--- src/rtl/mcbr_pkg.sv ---
// Shared constants and result encoding for the machine-check bank recorder.
// Assumes 64-bit architectural registers with fixed flag positions.
package mcbr_pkg;
    localparam int REG_W        = 64;
    localparam int VAL_BIT      = 63;
    localparam int OVER_BIT     = 62;
    localparam int UC_BIT       = 61;
    localparam int AR_BIT       = 55;
    localparam int MCIP_BIT     = 2;
    localparam int CAP_W        = 9;
    localparam int CAP_CTLP_BIT = 8;

    typedef enum logic [2:0] {
        RES_NONE   = 3'd0,
        RES_REJECT = 3'd1,
        RES_IGNORE = 3'd2,
        RES_DROP   = 3'd3,
        RES_RESET  = 3'd4,
        RES_INJECT = 3'd5,
        RES_RECORD = 3'd6
    } mcbr_res_e;
endpackage

--- src/rtl/mcbr_decide.sv ---
// Classifies one injected event against the current bank and global state.
// Purely combinational; assumes the caller presents the target bank's old
// mask and status (any value when the bank number is out of range).
module mcbr_decide
    import mcbr_pkg::*;
#(
    parameter int NUM_BANKS = 4
) (
    input  logic [7:0]       inj_bank_i,
    input  logic [REG_W-1:0] inj_status_i,
    input  logic             inj_uncond_i,
    input  logic [CAP_W-1:0] cap_i,
    input  logic [REG_W-1:0] gctl_i,
    input  logic [REG_W-1:0] gstatus_i,
    input  logic             mce_en_i,
    input  logic [REG_W-1:0] bank_ctl_i,
    input  logic [REG_W-1:0] bank_status_i,
    output mcbr_res_e        res_o,
    output logic             full_wr_o,
    output logic             over_only_o,
    output logic             gst_wr_o,
    output logic [REG_W-1:0] new_status_o,
    output logic             irq_o,
    output logic             rst_o
);
    localparam logic [8:0] NB9 = 9'(NUM_BANKS);

    logic bank_ok, reject, ignore, drop, need_rst;
    logic is_uc, is_ar, mcip, old_val, old_uc;

    // Derive the individual decision terms from the event and state.
    always_comb begin
        is_uc    = inj_status_i[UC_BIT];
        is_ar    = inj_status_i[AR_BIT];
        mcip     = gstatus_i[MCIP_BIT];
        old_val  = bank_status_i[VAL_BIT];
        old_uc   = bank_status_i[UC_BIT];
        bank_ok  = (inj_bank_i < cap_i[7:0]) && ({1'b0, inj_bank_i} < NB9);
        reject   = (cap_i == '0) || !bank_ok || !inj_status_i[VAL_BIT];
        ignore   = !inj_uncond_i && !is_ar && mcip;
        drop     = (cap_i[CAP_CTLP_BIT] && (gctl_i != '1)) || (bank_ctl_i != '1);
        need_rst = !mce_en_i || mcip;
    end

    // Apply the outcome priority and produce the write controls.
    always_comb begin
        res_o        = RES_NONE;
        full_wr_o    = 1'b0;
        over_only_o  = 1'b0;
        gst_wr_o     = 1'b0;
        irq_o        = 1'b0;
        rst_o        = 1'b0;
        new_status_o = inj_status_i;
        if (old_val) new_status_o[OVER_BIT] = 1'b1;
        if (reject) begin
            res_o = RES_REJECT;
        end else if (ignore) begin
            res_o = RES_IGNORE;
        end else if (is_uc) begin
            if (drop) begin
                res_o = RES_DROP;
            end else if (need_rst) begin
                res_o = RES_RESET;
                rst_o = 1'b1;
            end else begin
                res_o     = RES_INJECT;
                full_wr_o = 1'b1;
                gst_wr_o  = 1'b1;
                irq_o     = 1'b1;
            end
        end else if (!old_val || !old_uc) begin
            res_o     = RES_RECORD;
            full_wr_o = 1'b1;
        end else begin
            res_o       = RES_RECORD;
            over_only_o = 1'b1;
        end
    end
endmodule

--- src/rtl/mcbr_bank.sv ---
// One machine-check bank: mask, status, address and misc registers.
// Assumes at most one record command per cycle; a mask write and a record
// in the same cycle update independent registers.
module mcbr_bank
    import mcbr_pkg::*;
(
    input  logic             clk,
    input  logic             rst_n,
    input  logic             ctl_we_i,
    input  logic [REG_W-1:0] ctl_wdata_i,
    input  logic             full_we_i,
    input  logic             over_we_i,
    input  logic [REG_W-1:0] status_i,
    input  logic [REG_W-1:0] addr_i,
    input  logic [REG_W-1:0] misc_i,
    output logic [REG_W-1:0] ctl_o,
    output logic [REG_W-1:0] status_o,
    output logic [REG_W-1:0] addr_o,
    output logic [REG_W-1:0] misc_o
);
    // Mask register, resets to all ones (reporting enabled).
    always_ff @(posedge clk) begin
        if (!rst_n)        ctl_o <= '1;
        else if (ctl_we_i) ctl_o <= ctl_wdata_i;
    end

    // Error record registers: full overwrite or overflow-only marking.
    always_ff @(posedge clk) begin
        if (!rst_n) begin
            status_o <= '0;
            addr_o   <= '0;
            misc_o   <= '0;
        end else if (full_we_i) begin
            status_o <= status_i;
            addr_o   <= addr_i;
            misc_o   <= misc_i;
        end else if (over_we_i) begin
            status_o[OVER_BIT] <= 1'b1;
        end
    end
endmodule

--- src/rtl/mc_bank_recorder.sv ---
// Machine-check bank recorder top: holds NUM_BANKS banks plus global mask
// and status, classifies each injected event and reports a registered
// result one cycle after the strobe. Assumes a synchronous active-low reset.
module mc_bank_recorder
    import mcbr_pkg::*;
#(
    parameter int NUM_BANKS = 4,
    localparam int IDX_W = (NUM_BANKS > 1) ? $clog2(NUM_BANKS) : 1
) (
    input  logic             clk,
    input  logic             rst_n,
    input  logic [CAP_W-1:0] cap_i,
    input  logic             mce_en_i,
    input  logic             ctl_we_i,
    input  logic             ctl_global_i,
    input  logic [IDX_W-1:0] ctl_bank_i,
    input  logic [REG_W-1:0] ctl_wdata_i,
    input  logic             inj_valid_i,
    input  logic [7:0]       inj_bank_i,
    input  logic [REG_W-1:0] inj_status_i,
    input  logic [REG_W-1:0] inj_gstatus_i,
    input  logic [REG_W-1:0] inj_addr_i,
    input  logic [REG_W-1:0] inj_misc_i,
    input  logic             inj_uncond_i,
    input  logic [IDX_W-1:0] rd_bank_i,
    output logic [REG_W-1:0] rd_ctl_o,
    output logic [REG_W-1:0] rd_status_o,
    output logic [REG_W-1:0] rd_addr_o,
    output logic [REG_W-1:0] rd_misc_o,
    output logic [REG_W-1:0] gctl_o,
    output logic [REG_W-1:0] gstatus_o,
    output logic             res_valid_o,
    output logic [2:0]       res_code_o,
    output logic             mce_irq_o,
    output logic             reset_req_o
);
    logic [REG_W-1:0] bank_ctl    [NUM_BANKS];
    logic [REG_W-1:0] bank_status [NUM_BANKS];
    logic [REG_W-1:0] bank_addr   [NUM_BANKS];
    logic [REG_W-1:0] bank_misc   [NUM_BANKS];
    logic [REG_W-1:0] sel_ctl, sel_status, new_status;
    logic             full_wr, over_only, gst_wr, irq_d, rst_d;
    mcbr_res_e        res_d;

    // Select the target bank's current mask and status for the decision.
    always_comb begin
        sel_ctl    = '1;
        sel_status = '0;
        for (int b = 0; b < NUM_BANKS; b++) begin
            if (inj_bank_i == 8'(b)) begin
                sel_ctl    = bank_ctl[b];
                sel_status = bank_status[b];
            end
        end
    end

    mcbr_decide #(.NUM_BANKS(NUM_BANKS)) u_decide (
        .inj_bank_i    (inj_bank_i),
        .inj_status_i  (inj_status_i),
        .inj_uncond_i  (inj_uncond_i),
        .cap_i         (cap_i),
        .gctl_i        (gctl_o),
        .gstatus_i     (gstatus_o),
        .mce_en_i      (mce_en_i),
        .bank_ctl_i    (sel_ctl),
        .bank_status_i (sel_status),
        .res_o         (res_d),
        .full_wr_o     (full_wr),
        .over_only_o   (over_only),
        .gst_wr_o      (gst_wr),
        .new_status_o  (new_status),
        .irq_o         (irq_d),
        .rst_o         (rst_d)
    );

    for (genvar g = 0; g < NUM_BANKS; g++) begin : g_bank
        logic hit;
        assign hit = inj_valid_i && (inj_bank_i == 8'(g));
        mcbr_bank u_bank (
            .clk         (clk),
            .rst_n       (rst_n),
            .ctl_we_i    (ctl_we_i && !ctl_global_i && (ctl_bank_i == IDX_W'(g))),
            .ctl_wdata_i (ctl_wdata_i),
            .full_we_i   (hit && full_wr),
            .over_we_i   (hit && over_only),
            .status_i    (new_status),
            .addr_i      (inj_addr_i),
            .misc_i      (inj_misc_i),
            .ctl_o       (bank_ctl[g]),
            .status_o    (bank_status[g]),
            .addr_o      (bank_addr[g]),
            .misc_o      (bank_misc[g])
        );
    end

    // Global mask register, resets to all ones.
    always_ff @(posedge clk) begin
        if (!rst_n)                         gctl_o <= '1;
        else if (ctl_we_i && ctl_global_i)  gctl_o <= ctl_wdata_i;
    end

    // Global status register, written only by an injected uncorrected event.
    always_ff @(posedge clk) begin
        if (!rst_n)                       gstatus_o <= '0;
        else if (inj_valid_i && gst_wr)   gstatus_o <= inj_gstatus_i;
    end

    // Registered result code and one-cycle request pulses.
    always_ff @(posedge clk) begin
        if (!rst_n) begin
            res_valid_o <= 1'b0;
            res_code_o  <= RES_NONE;
            mce_irq_o   <= 1'b0;
            reset_req_o <= 1'b0;
        end else begin
            res_valid_o <= inj_valid_i;
            res_code_o  <= inj_valid_i ? res_d : RES_NONE;
            mce_irq_o   <= inj_valid_i && irq_d;
            reset_req_o <= inj_valid_i && rst_d;
        end
    end

    // Read view of one bank.
    always_comb begin
        rd_ctl_o    = '0;
        rd_status_o = '0;
        rd_addr_o   = '0;
        rd_misc_o   = '0;
        for (int b = 0; b < NUM_BANKS; b++) begin
            if (rd_bank_i == IDX_W'(b)) begin
                rd_ctl_o    = bank_ctl[b];
                rd_status_o = bank_status[b];
                rd_addr_o   = bank_addr[b];
                rd_misc_o   = bank_misc[b];
            end
        end
    end
endmodule

--- config.mk ---
export PLATFORM = sky130hd
export DESIGN_NAME = mc_bank_recorder
export DESIGN_NICKNAME = d
export VERILOG_FILES = /design/src/rtl/mcbr_pkg.sv /design/src/rtl/mcbr_decide.sv /design/src/rtl/mcbr_bank.sv /design/src/rtl/mc_bank_recorder.sv
export SDC_FILE = /design/constraint.sdc
export NUM_CORES = 2
export LEC_CHECK = 0
export ABC_AREA = 1
export BUFFER_PORTS_ARGS = -buffer_cell sky130_fd_sc_hd__buf_2
export CORE_ASPECT_RATIO = 1.1
export CORE_MARGIN = 1.5
export CORE_UTILIZATION = 40
export DETAILED_ROUTE_END_ITERATION = 12
export HOLD_SLACK_MARGIN = 0.1
export PLACE_DENSITY = 0.58
export SYNTH_ARGS = -nofsm -noshare
export SYNTH_HDL_FRONTEND = slang
export SYNTH_SLANG_ARGS = --single-unit
--- constraint.sdc ---
create_clock -name clk -period 3.1 [get_ports clk]
set_input_delay 0.155 -clock clk [delete_from_list [all_inputs] [get_ports clk]]
set_output_delay 0.155 -clock clk [all_outputs]
set_load 0.02 [all_outputs]
== Word-level counts from Yosys, hierarchy flattened ==
Cells that the tools add are included.
W data, S select, Z words.

* Order comparisons: 2
* Reduce and logical (&&, ||, !) cells: 48
* Muxes and demuxes: 56
* Bitwise operators: 2
* Equal/unequal tests: 11

{| class="wikitable"
|+ Operator list
! kind !! count
|-
| $mux W64 || 24
|-
| $ne A64 B64 Y1 const B || 2
|-
| $mux W1 || 29
|-
| $logic_and A1 B1 Y1 || 24
|-
| $eq A8 B2 Y1 const B || 2
|-
| $logic_not A9 Y1 || 1
|-
| $eq A2 B2 Y1 const B || 4
|-
| $eq A8 B1 Y1 const B || 1
|-
| $logic_not A1 Y1 || 8
|-
| $logic_not A8 Y1 || 1
|-
| $lt A8 B3 Y1 const B || 1
|-
| $lt A8 B8 Y1 || 1
|-
| $reduce_bool A2 Y1 || 4
|-
| $mux W3 || 2
|-
| $logic_or A1 B1 Y1 || 5
|-
| $eq A2 B1 Y1 const B || 2
|-
| $logic_not A2 Y1 || 2
|-
| $reduce_or A4 Y1 || 1
|-
| $reduce_or A3 Y1 || 1
|-
| $mux W2 || 1
|-
| $not A1 Y1 || 2
|-
| $reduce_and A2 Y1 || 1
|}

* Flip-flop bits (word level): 1158
* Word-level logic and storage cells: 147
* Output and inout port bits: 390

== Logic depth before layout (Yosys ltp) ==
* Word-level depth: 14
* Mapped depth: 20

== By module ==
From an unflattened synthesis, not the netlist that was laid out.

* Cell total of the unflattened synthesis: 7553
* Area total of the unflattened synthesis: 51415.6 um^2

{| class="wikitable"
|+ Modules (own cells, without submodules)
! module !! sequential area each (um^2) !! times used !! area each (um^2) !! cells an instance
|-
| mcbr_bank || 5124.9 || 4 || 8856.0 || 1113
|-
| mc_bank_recorder || 2682.6 || 1 || 14667.8 || 2838
|-
| mcbr_decide || 0.0 || 1 || 1323.8 || 263
|}

== Least setup slack after synthesis ==
Ideal clock, no wire load.

* Path kind: register to register
* Start point: register gctl_o[17]
* End point: register g_bank[3].u_bank.status_o[10]
* Slack: 1.070 ns
* Setup time: 0.110 ns
* Clock period less this slack: 2.030 ns
* Cell stages (with the launch flop): 17
* Required time: 2.990 ns
* Arrival time: 1.920 ns
* Path through: dfxtp_1 -> nand2_1 -> nor2_1 -> nand2_1 -> nor2_1 -> nand2_1 -> o21ai_1 -> nand2_1 -> nor2_1 -> nand3_1 -> nand2_2 -> buf_6 -> buf_2 -> buf_2 -> nand4_1 -> nand2_1 -> nor2_1

* Longest elaborated chain between the ends: 8

{| class="wikitable"
|+ RTL lines
! item !! RTL line !! RTL
|-
| from (decl) || mc_bank_recorder.sv:30 || <nowiki>output logic [REG_W-1:0] gctl_o,</nowiki>
|-
| from (signal assigned) || mc_bank_recorder.sv:99 || <nowiki>else if (ctl_we_i && ctl_global_i) gctl_o <= ctl_wdata_i;</nowiki>
|-
| $ne A64 B64 Y1 || mcbr_decide.sv:41 || <nowiki>drop = (cap_i[CAP_CTLP_BIT] && (gctl_i != '1)) || (bank_ctl_i != '1);</nowiki>
|-
| $logic_and A1 B1 Y1 || mcbr_decide.sv:41 ||
|-
| $logic_or A1 B1 Y1 || mcbr_decide.sv:41 ||
|-
| $mux W1 || mcbr_decide.sv:60 || <nowiki>if (drop) begin</nowiki>
|-
| $mux W1 || mcbr_decide.sv:59 || <nowiki>end else if (is_uc) begin</nowiki>
|-
| $mux W1 || mcbr_decide.sv:57 || <nowiki>end else if (ignore) begin</nowiki>
|-
| $mux W1 || mcbr_decide.sv:55 || <nowiki>if (reject) begin</nowiki>
|-
| $logic_and A1 B1 Y1 || mc_bank_recorder.sv:84 || <nowiki>.full_we_i (hit && full_wr),</nowiki>
|-
| to (signal assigned) || mcbr_bank.sv:34 || <nowiki>status_o <= status_i;</nowiki>
|-
| to (decl) || mcbr_bank.sv:17 || <nowiki>output logic [REG_W-1:0] status_o,</nowiki>
|}

No other way between the ends.
A chain may end at the register's enable or synchronous reset.

== Worst setup path after layout ==
* Start point: register gctl_o[5]
* End point: register g_bank[0].u_bank.misc_o[5]

* Longest elaborated chain between the ends: 8

{| class="wikitable"
|+ RTL lines
! item !! RTL line !! RTL
|-
| $ne A64 B64 Y1 || mcbr_decide.sv:41 ||
|-
| $logic_and A1 B1 Y1 || mcbr_decide.sv:41 ||
|-
| $logic_or A1 B1 Y1 || mcbr_decide.sv:41 ||
|-
| $mux W1 || mcbr_decide.sv:60 ||
|-
| $mux W1 || mcbr_decide.sv:59 ||
|-
| $mux W1 || mcbr_decide.sv:57 ||
|-
| $mux W1 || mcbr_decide.sv:55 ||
|-
| $logic_and A1 B1 Y1 || mc_bank_recorder.sv:84 ||
|-
| to (signal assigned) || mcbr_bank.sv:36 || <nowiki>misc_o <= misc_i;</nowiki>
|-
| to (decl) || mcbr_bank.sv:19 || <nowiki>output logic [REG_W-1:0] misc_o</nowiki>
|}

No other way between the ends.

==> metrics.log <==
[metrics] outcome: completed
[metrics] cells along the critical path: nand2_1 > nor2_1 > nand2_1 > nor2_1 > nand2_2 > o21ai_1 > buf_4 > nand2_1 > nor2_1 > nand3_2 > nand2_8 > buf_12 > buf_12 > buf_12 > nand4_1 > nand2_1 > nor2_1
[metrics] top cell types by occurrence after synthesis: sky130_fd_sc_hd__nand2_1 (2530), sky130_fd_sc_hd__inv_1 (1515), sky130_fd_sc_hd__dfxtp_1 (1158), sky130_fd_sc_hd__nor2_1 (992), sky130_fd_sc_hd__nand4_1 (805)
[metrics] combinational family with the most area after synthesis: simple AND/OR/NAND/NOR gates
[metrics] post-synthesis xor/xnor area fraction: 0%
[metrics] Worst Skew: 0.0327 ns
[metrics] cells taking the most area after synthesis: sky130_fd_sc_hd__dfxtp_1 (40%), sky130_fd_sc_hd__nand2_1 (16%), sky130_fd_sc_hd__inv_1 (9.9%)
[metrics] Pwr Density: 481 nW/um2
[metrics] H-tree depth reported by CTS: 4
[metrics] area share of the largest cell type after synthesis: 40.2%
[metrics] number of nets at the end of the flow: 10300
[metrics] critical path data arrival time: 3.49 ns
[metrics] grt total ovfl: 0
[metrics] global-route wire length before repair: 324 mm
[metrics] master cell of the clock root buffer: sky130_fd_sc_hd__clkbuf_16
[metrics] transition time at the pin with the least slew margin: 1.20 ns
[metrics] antenna violations before repair: 23
[metrics] slack of the worst reg-to-reg path: 0.28 ns
[metrics] clock slew at reported path FFs: 0.06 ns
[metrics] destination of the critical timing path: g_bank[0].u_bank.misc_o[5]$_SDFFE_PN0P_
[metrics] total of warnings raised by yosys: 0
[metrics] vias post-DR: 59800
[metrics] Via density: 5.00
[metrics] routability-driven placement congestion ratio: 0.893
[metrics] number of buffers inserted by port buffering: 737
[metrics] most numerous cell in the Yosys netlist: sky130_fd_sc_hd__nand2_1
[metrics] start-to-end type of the worst setup path: flip-flop to flip-flop
[metrics] pin count of the biggest net entering global routing: 123
[metrics] CP Launch Type: flip-flop
[metrics] Avg Cell Area, Syn: 6.32 um2
[metrics] worst voltage drop across the vdd grid: 0.534 mV
[metrics] timing startpoint of the critical path: gctl_o[5]$_SDFFE_PN1P_
[metrics] Layout Utilization: 50.7%
[metrics] worst-path fanout max: 60
[metrics] number of global-route vias before repair: 56700
[metrics] timing-limited maximum frequency: 354 MHz
[metrics] slew margin rel.: 19.8%
[metrics] required time at the endpoint of the critical path: 3.76 ns
[metrics] total core area: 143000 um2
[metrics] fraction of final layout cells with drive strength greater than 1: 15.5%
[metrics] Post-Layout Cell Count: 12000
[metrics] leakage dissipation: 0.0361 uW
[metrics] max-slew violations: 0
[metrics] Detail Route Antenna Nets: 0
[metrics] post-route DRC violation count: 0
[metrics] floorplan die area: 146000 um2
[metrics] Final Hold Vio Count: 0
[metrics] element type at the critical path end: flip-flop
[metrics] post-synth top area cell: sky130_fd_sc_hd__dfxtp_1
[metrics] post-detailed-placement cell area: 64000 um2
[metrics] max-cap check violation count: 0
[metrics] Mapped Area: 57700 um2
[metrics] R2R cell count: 17
[metrics] synthesis-to-finish area growth: 25.3%
[metrics] Crit Reg-Reg Endpoint: g_bank[0].u_bank.misc_o[5]$_SDFFE_PN0P_
[metrics] multiplexer share of the synthesized area: 0%
[metrics] main flop type after synthesis: sky130_fd_sc_hd__dfxtp_1
[metrics] Post-Route WL: 211 mm
[metrics] post-synthesis sequential element count: 1158
[metrics] standard-cell rows: 145
[metrics] FILL cells: 14300
[metrics] area share of and/or/nand/nor cells after synthesis: 34.9%
[metrics] # clock sinks: 1158
[metrics] HP Class: primary input to flip-flop
[metrics] source-to-sink clock delay at the later pin of the worst-skew pair: 0.78 ns
[metrics] total setup violations reported at the end of the flow: 0
[metrics] Cells after Synth: 9126
[metrics] overall track demand over capacity in global routing: 27.9%
[metrics] number of enable flip-flop cells after synthesis: 0
[metrics] CTS tree: yes
[metrics] Routed WL per cell: 17.7 um
[metrics] Design Power: 34700 uW
[metrics] DP Cell Count: 11300
[metrics] hold path depth: 4
[metrics] sequential share of the synthesized area: 40.2%
[metrics] worst reg2reg path startpoint: gctl_o[5]$_SDFFE_PN1P_
[metrics] final design instance area without fill: 72200 um2
[metrics] complex-gate fraction of the synthesized area: 7.29%
[metrics] effective utilization at floorplan: 40.4%
[metrics] maximum clock path buffer count: 3
[metrics] vertical die dimension: 401 um
[metrics] I/O pin total: 738
[metrics] Post-Synth Adder-Cell Area: 0.152%
[metrics] number of iterations in the first detailed-routing pass: 6
[metrics] number of distinct library cells after synthesis: 32
[metrics] master of the slowest instance on the critical path: sky130_fd_sc_hd__dfxtp_1
[metrics] Post-synth ARST share: 0%
[metrics] highest cell delay on the worst timing path: 0.36 ns
[metrics] number of DRC markers in iteration 0: 4461
[metrics] number of CTS-inserted buffers: 136
[metrics] RSZ-0062 raised after global routing: no
[metrics] Final Cycle Share: 91.1%
[metrics] HPWL after DPL: 130 mm
[metrics] die extent in x: 365 um
[metrics] clock period minus final worst setup slack: 2.82 ns
[metrics] total negative slack: 0 ns
[metrics] total nets after synthesis: 9481
-- where the power goes --
group | switching, uW | internal, uW | leakage (uW)
logic | 2190 | 1190 | 0.0246
registers | 130 | 15100 | 0.00937
clock network | 6760 | 9390 | 0.00217
-- state kept, by name, summed over array words and instances (netlist names) --
signal	flops
g_bank.u_bank.ctl_o	256
g_bank.u_bank.misc_o	256
g_bank.u_bank.status_o	256
reset_req_o	1
res_code_o	3
gctl_o	64
mce_irq_o	1
res_valid_o	1
g_bank.u_bank.addr_o	256
gstatus_o	64
-- worst max-delay path, delay by kind of cell (launching register included) --
family	cells	cell delay, ns
AOI/OAI and AO/OA	1	0.17
buffers and inverters	4	0.73
and+or+nand+nor	12	1.41
DFF	1	0.36
-- worst min-delay path by stage --
| stage | from | slack [ns] | endpoint |
|---|---|---|---|
| after floorplan | ctl_wdata_i[0] | 0.27 | gctl_o[0]$_SDFFE_PN1P_ |
| after global placement | inj_gstatus_i[10] | 0.38 | gstatus_o[10]$_SDFFE_PN0P_ |
| after detailed placement | inj_gstatus_i[24] | 0.38 | gstatus_o[24]$_SDFFE_PN0P_ |
| after CTS | inj_gstatus_i[45] | 0.10 | gstatus_o[45]$_SDFFE_PN0P_ |
| after global routing | inj_gstatus_i[58] | 0.15 | gstatus_o[58]$_SDFFE_PN0P_ |
| final | inj_gstatus_i[44] | 0.15 | gstatus_o[44]$_SDFFE_PN0P_ |
-- cells by family after synthesis --
group           Yosys count
compound gates          736
buf+inv                2537
simple gates           4688
flops                  1158
fa+ha+maj                 7
-- cell usage in the layout (no fill, tap or decap), drive strengths merged, types with 204 or more instances in the layout --
cell         synthesis  final
buf                380    969
o22ai              204    204
nand3              309    309
nand2             2532   2532
nor2               997    997
a21oi              235    235
o21ai              208    208
inv               1877   1887
dlygate4sd3          0    371
nand4              805    805
dfxtp             1158   1158
-- what timing repair did --
item	in CTS	in global routing
hold buffers	371	0
resized for setup	0	8
hold endpoints to repair	1158	0
setup endpoints to repair	0	626
buffers inserted	0	4
-- cell type report --
| cell class | instances | area (um2) | share of cell area (%) |
|---|---|---|---|
| clock buffers | 200 | 3970 | 5.49 |
| diodes | 14 | 35.0 | 0.0485 |
| repair buffers | 1341 | 10600 | 14.7 |
| multi-input cells | 5431 | 24500 | 34.0 |
| inverters | 1878 | 7060 | 9.77 |
| well taps | 1911 | 2390 | 3.31 |
| flip-flops and latches | 1158 | 23200 | 32.1 |
| clock inverters | 32 | 444 | 0.615 |
-- metal layers --
metal,part of all wire (%),routed length [um],track usage (%)
met5,0.035,73,0
met2,47,99700,46.9
met1,42,88500,34.5
met4,4.8,10100,13.2
met3,6.2,13000,4.74
-- stage by stage --
stage	setup WS, ns	hold WS, ns
4_1_cts	0.0578	0.100
3_5_place_dp	0.118	0.382
3_3_place_gp	0.158	0.377
6_report	0.277	0.154
2_1_floorplan	1.07	0.268
5_1_grt	0.0247	0.145
Power figures use the tool's default switching activity.
